[src/rtl/pfl_pkg.sv]
package pfl_pkg;
  localparam int CODE_W = 4;
  localparam int CFG_W  = 8;

  typedef struct packed {
    logic [CFG_W-1:0] cpu_m;
    logic [CFG_W-1:0] cpu_n;
    logic [CFG_W-1:0] pcie_m;
    logic [CFG_W-1:0] pcie_n;
  } pll_cfg_t;

  // Constant settings table, computed from the low three code bits
  function automatic pll_cfg_t cfg_lookup(input logic [CODE_W-1:0] c);
    pll_cfg_t r;
    r.pcie_m = CFG_W'(30);
    r.pcie_n = CFG_W'(60);
    case (c[2:0])
      3'd3, 3'd4: begin r.cpu_m = CFG_W'(63); r.cpu_n = CFG_W'(175); end
      3'd7:       begin r.cpu_m = CFG_W'(60); r.cpu_n = CFG_W'(250); end
      default:    begin r.cpu_m = CFG_W'(60); r.cpu_n = CFG_W'(200); end
    endcase
    return r;
  endfunction
endpackage

[src/rtl/pfl_rst_sync.sv]
module pfl_rst_sync #(
  parameter int STAGES = 2
) (
  input  logic clk,
  input  logic arst_n,
  output logic rst_n_o
);
  logic [STAGES-1:0] chain_q;
  logic [STAGES-1:0] chain_d;

  always_comb chain_d = {chain_q[STAGES-2:0], 1'b1};

  always_ff @(posedge clk or negedge arst_n) begin
    if (!arst_n) chain_q <= '0;
    else         chain_q <= chain_d;
  end

  assign rst_n_o = chain_q[STAGES-1];
endmodule

[src/rtl/pfl_sync.sv]
module pfl_sync #(
  parameter int          W       = 1,
  parameter int          STAGES  = 2,
  parameter logic [W-1:0] RST_VAL = '0
) (
  input  logic         clk,
  input  logic         rst_n,
  input  logic [W-1:0] d,
  output logic [W-1:0] q
);
  logic [W-1:0] stg_q [STAGES];
  logic [W-1:0] stg_d [STAGES];

  always_comb begin
    stg_d[0] = d;
    for (int i = 1; i < STAGES; i++) stg_d[i] = stg_q[i-1];
  end

  always_ff @(posedge clk or negedge rst_n) begin
    if (!rst_n) begin
      for (int i = 0; i < STAGES; i++) stg_q[i] <= RST_VAL;
    end else begin
      for (int i = 0; i < STAGES; i++) stg_q[i] <= stg_d[i];
    end
  end

  assign q = stg_q[STAGES-1];
endmodule

[src/rtl/pfl_capture.sv]
module pfl_capture
  import pfl_pkg::*;
(
  input  logic              clk,
  input  logic              rst_n,
  input  logic              pg_n_s,
  input  logic [CODE_W-1:0] fsel_s,
  input  logic              tm_s,
  output logic [CODE_W-1:0] code_o,
  output logic              valid_o
);
  logic              pg_d_q;
  logic              lock_q, lock_d;
  logic              valid_q, valid_d;
  logic [CODE_W-1:0] code_q, code_d;
  logic              pg_ok;
  logic              cap_en;

  // power-good counts only when low on two consecutive synchronised cycles
  always_comb begin
    pg_ok   = !pg_n_s && !pg_d_q;
    cap_en  = pg_ok && (!lock_q || tm_s);
    code_d  = cap_en ? fsel_s : code_q;
    lock_d  = lock_q | cap_en;
    valid_d = lock_q;
  end

  always_ff @(posedge clk or negedge rst_n) begin
    if (!rst_n) begin
      pg_d_q  <= 1'b1;
      lock_q  <= 1'b0;
      valid_q <= 1'b0;
      code_q  <= '0;
    end else begin
      pg_d_q  <= pg_n_s;
      lock_q  <= lock_d;
      valid_q <= valid_q | valid_d;
      if (cap_en) code_q <= code_d;
    end
  end

  assign code_o  = code_q;
  assign valid_o = valid_q;

  AST_VALID_STICKY: assert property (@(posedge clk) disable iff (!rst_n)
    valid_q |=> valid_q);
  AST_LOCK_THEN_VALID: assert property (@(posedge clk) disable iff (!rst_n)
    lock_q |=> valid_q);
  AST_LOCK_HOLDS_CODE: assert property (@(posedge clk) disable iff (!rst_n)
    (lock_q && !tm_s) |=> $stable(code_q));
  AST_NO_CAPTURE_WITHOUT_PG: assert property (@(posedge clk) disable iff (!rst_n)
    (pg_n_s || pg_d_q) |=> $stable(code_q));
endmodule

[src/rtl/pfl_cfg_rom.sv]
module pfl_cfg_rom
  import pfl_pkg::*;
(
  input  logic              clk,
  input  logic              rst_n,
  input  logic [CODE_W-1:0] code_i,
  output pll_cfg_t          cfg_o
);
  pll_cfg_t cfg_q, cfg_d;

  always_comb cfg_d = cfg_lookup(code_i);

  always_ff @(posedge clk or negedge rst_n) begin
    if (!rst_n) cfg_q <= cfg_lookup('0);
    else        cfg_q <= cfg_d;
  end

  assign cfg_o = cfg_q;

  AST_CPU_DIV_LEGAL: assert property (@(posedge clk) disable iff (!rst_n)
    (cfg_q.cpu_n == 8'd175) || (cfg_q.cpu_n == 8'd200) || (cfg_q.cpu_n == 8'd250));
endmodule

[src/rtl/pfl_top.sv]
module pfl_top
  import pfl_pkg::*;
#(
  parameter int SYNC_STAGES = 2
) (
  input  logic              clk,
  input  logic              rst_n,
  input  logic [CODE_W-1:0] fsel,
  input  logic              pg_n,
  input  logic              test_mode,
  output logic [CODE_W-1:0] code,
  output logic              valid,
  output logic [CFG_W-1:0]  cpu_mult,
  output logic [CFG_W-1:0]  cpu_div,
  output logic [CFG_W-1:0]  pcie_mult,
  output logic [CFG_W-1:0]  pcie_div
);
  localparam int PIN_W = CODE_W + 2;
  localparam logic [PIN_W-1:0] PIN_RST = PIN_W'(1) << (PIN_W-1);

  logic             rst_sync_n;
  logic [PIN_W-1:0] pins_raw, pins_s;
  pll_cfg_t         cfg;

  pfl_rst_sync #(.STAGES(SYNC_STAGES)) u_rst (
    .clk(clk), .arst_n(rst_n), .rst_n_o(rst_sync_n));

  assign pins_raw = {pg_n, test_mode, fsel};

  pfl_sync #(.W(PIN_W), .STAGES(SYNC_STAGES), .RST_VAL(PIN_RST)) u_sync (
    .clk(clk), .rst_n(rst_sync_n), .d(pins_raw), .q(pins_s));

  pfl_capture u_cap (
    .clk(clk), .rst_n(rst_sync_n),
    .pg_n_s(pins_s[PIN_W-1]), .fsel_s(pins_s[CODE_W-1:0]), .tm_s(pins_s[CODE_W]),
    .code_o(code), .valid_o(valid));

  pfl_cfg_rom u_rom (
    .clk(clk), .rst_n(rst_sync_n), .code_i(code), .cfg_o(cfg));

  assign cpu_mult  = cfg.cpu_m;
  assign cpu_div   = cfg.cpu_n;
  assign pcie_mult = cfg.pcie_m;
  assign pcie_div  = cfg.pcie_n;
endmodule

[config.mk]
export PLATFORM = sky130hd
export DESIGN_NAME = pfl_top
export DESIGN_NICKNAME = d
export VERILOG_FILES = /design/src/rtl/pfl_pkg.sv /design/src/rtl/pfl_rst_sync.sv /design/src/rtl/pfl_sync.sv /design/src/rtl/pfl_capture.sv /design/src/rtl/pfl_cfg_rom.sv /design/src/rtl/pfl_top.sv
export SDC_FILE = /design/constraint.sdc
export NUM_CORES = 1
export LEC_CHECK = 0
export ABC_AREA = 1
export BUFFER_PORTS_ARGS = -buffer_cell sky130_fd_sc_hd__clkbuf_2
export CAP_MARGIN = 20
export CORE_MARGIN = 2
export CORE_UTILIZATION = 45
export DETAILED_ROUTE_END_ITERATION = 16
export PLACE_DENSITY = 0.77
export SKIP_CTS_REPAIR_TIMING = 1
export SYNTH_ARGS = -nofsm -noshare
export SYNTH_HDL_FRONTEND = slang
export SYNTH_SLANG_ARGS = --single-unit
[constraint.sdc]
create_clock -name clk -period 1.1 [get_ports clk]
set_clock_uncertainty 0.15 [all_clocks]
set_input_delay 0.055 -clock clk [delete_from_list [all_inputs] [get_ports clk]]
set_output_delay 0.055 -clock clk [all_outputs]
set_load 0.02 [all_outputs]
==> qor.txt <==
largest net degree at the start of global routing - 24
most numerous cell in the Yosys netlist - buf_4
core area - 2020 sq um
failing checks - setup timing
Cells after Synth - 85
synthesized flop and latch total - 25
final WL - 1280 um
Setup WS post-layout - -0.0694 ns
ys flop type - dfrtp_1
number of global-route vias before repair - 428
sequential fraction of the synthesis area - 63.6%
share of layout cells above drive strength 1 - 34.5%
Critical Path Fanout Max - 1
initial antenna violation count - 0
hold crit path type - reg2async
PnR Total Power - 2.03 mW
vias per cell - 3.95
# DRC - 0
Post-synth top cells - buf_4, dfrtp_1, nand2_1, inv_1
critical path's top delay family - flip-flops
CTS tree - built
max cap viols - 0
Final setup viols - 7
Tcrit/Tclk final - 106%
slowest cell on the critical path - dfstp_2
num ports - 45
cell taking the most area after synthesis - dfrtp_1
Area growth, synth to finish - 25.5%
status - finished, violations left
Yosys top cell area share - 53.0%
WS Path Type - reg2out
EDFF count, synth - 0
Arr. time, crit path - 0.96 ns
first-pass GRT wire length - 1660 um
Die Span X - 51.0 um
Finished Core Util - 61.6%
root buf cell - clkbuf_4
GRT overflow - 0
Final min period - 1.17 ns
Nets - 128
Final GP Congestion - 0.674
max-slew violations - 0
leakage - 0.650 nW
sum of buffers and inverters on the critical path - 1
Synth area leaders - dfrtp_1, buf_4, dfstp_2, nand2_1, nand3_1
initial DRC count - 2
initial core utilization - 49.1%
Hold Vio Cnt, Final - 0
DRT antenna net count - 0
CTS clock-pin slew for the worst setup and hold paths - 0.14 ns
Vert. Die Dim - 51.0 um
highest clock rate - 855 MHz
IO Port Bufs - 20
mapped cell area - 992 sq um
Clock Sinks - 25
worst-path cell chain - buf_6
clock latency on the worst-skew pair - 0.32 ns
detailed-route via count - 576
Setup crit end kind - primary output
Antenna Cells - 0
Syn. warnings - 0
# rows - 16
Post-Layout Cell Count - 146
die area - 2600 sq um
GRT Total Usage - 8.97%
clock buffer depth - 2
Detail Placement HPWL - 845 um
Distinct cells, synth - 14
startpoint types - flip-flop
cts bufs inserted - 3
RSZ-0062 raised after global routing - true
ys async rst share - 100%
htree depth - 1
Mapped Avg Cell Area - 11.7 sq um
CP Data Required Time - 0.89 ns
Peak supply drop - 1.32 mV
wire per inst - 8.76 um
drt pass-1 iters - 2
PwrDens - 1630 nW/um^2
crit-path max cell delay - 0.55 ns
Placed Cells - 128
==> final cells by class <==
class	instances	area (sq um)
clock inverter	1	8.76
sequential	25	632
clock buffer	3	22.5
inverter	5	18.8
timing repair buffer	35	308
fill	168	777
multi-input combinational	50	221
tap	27	33.8
==> per-layer routing <==
metal / global-route usage [%] / vias to the layer above / wire [um]
met2: 16.2 / 42 / 659
met1: 8.35 / 263 / 446
met4: 4.05 / 0 / 0
met3: 4.39 / 0 / 173
met5: 0 / - / 0
li1: - / 271 / -
==> layout by cell type (no fill, tap or decap) <==
cell	count
conb_1	25
dfrtp_1	20
buf_6	12
nand2_1	11
dlygate4sd3_1	8
clkbuf_2	8
buf_4	7
inv_1	5
nand3_1	4
dfstp_2	4
o21ai_1	3
clkbuf_4	3
nand2_2	2
nor2_1	1
or2_2	1
nor2_4	1
or2_1	1
nand2_4	1
inv_6	1
dfrtp_2	1
==> worst paths after layout <==
kind                                   from                to  slack (ns)  cells after the start
setup reg to reg                u_sync.q[5]      u_cap.lock_q           0                      2
hold / removal             u_rst.chain_q[1]       u_sync.q[4]        0.07                      1
setup / recovery            u_rom.cfg_o[22]        cpu_div[6]       -0.07                      1
hold reg to reg            u_rst.chain_q[1]       u_sync.q[4]        0.07                      1
max in group asynchronous             rst_n  u_rst.chain_q[0]        0.28                      3
min in group clk                       pg_n   u_sync.stg_d[5]        0.20                      2
==> flip-flops by register name, summed over array words and instances, names as in the netlist <==
| register | flops |
|---|---|
| u_sync.q | 6 |
| u_sync.stg_d | 6 |
| u_cap.code_o | 4 |
| u_rom.cfg_o | 4 |
| u_rst.chain_q | 2 |
| u_cap.lock_q | 1 |
| u_cap.pg_d_q | 1 |
| u_cap.valid_o | 1 |
==> power by group <==
part / switching, mW / internal, mW
sequential: 0.0616 / 1.01
combinational: 0.295 / 0.247
clock: 0.270 / 0.148
total: 0.627 / 1.41
==> stage by stage <==
step | worst slack [ns] | hold WS, ns | TNS [ns] | cell area (sq um)
floorplan | 0.0565 | -0.391 | 0 | 1080
global placement | 0.0487 | -0.308 | 0 | 1010
detailed placement | 0.0304 | -0.307 | 0 | 1010
CTS | -0.121 | -0.677 | -0.317 | 1040
global route | -0.115 | 0.120 | -0.682 | 1240
finish | -0.0694 | 0.0724 | -0.187 | 1240
==> cells by family (layout without fill, tap and decap cells) <==
family / count (synthesis) / count (layout) / share of synthesized area (%)
AOI/OAI and AO/OA: 3 / 3 / 1.51
buffers and inverters: 33 / 44 / 23.1
DFF: 25 / 25 / 63.6
other: 2 / 25 / 0.757
and+or+nand+nor: 22 / 22 / 11.1
Note: power is estimated with default switching activity, not from simulation.
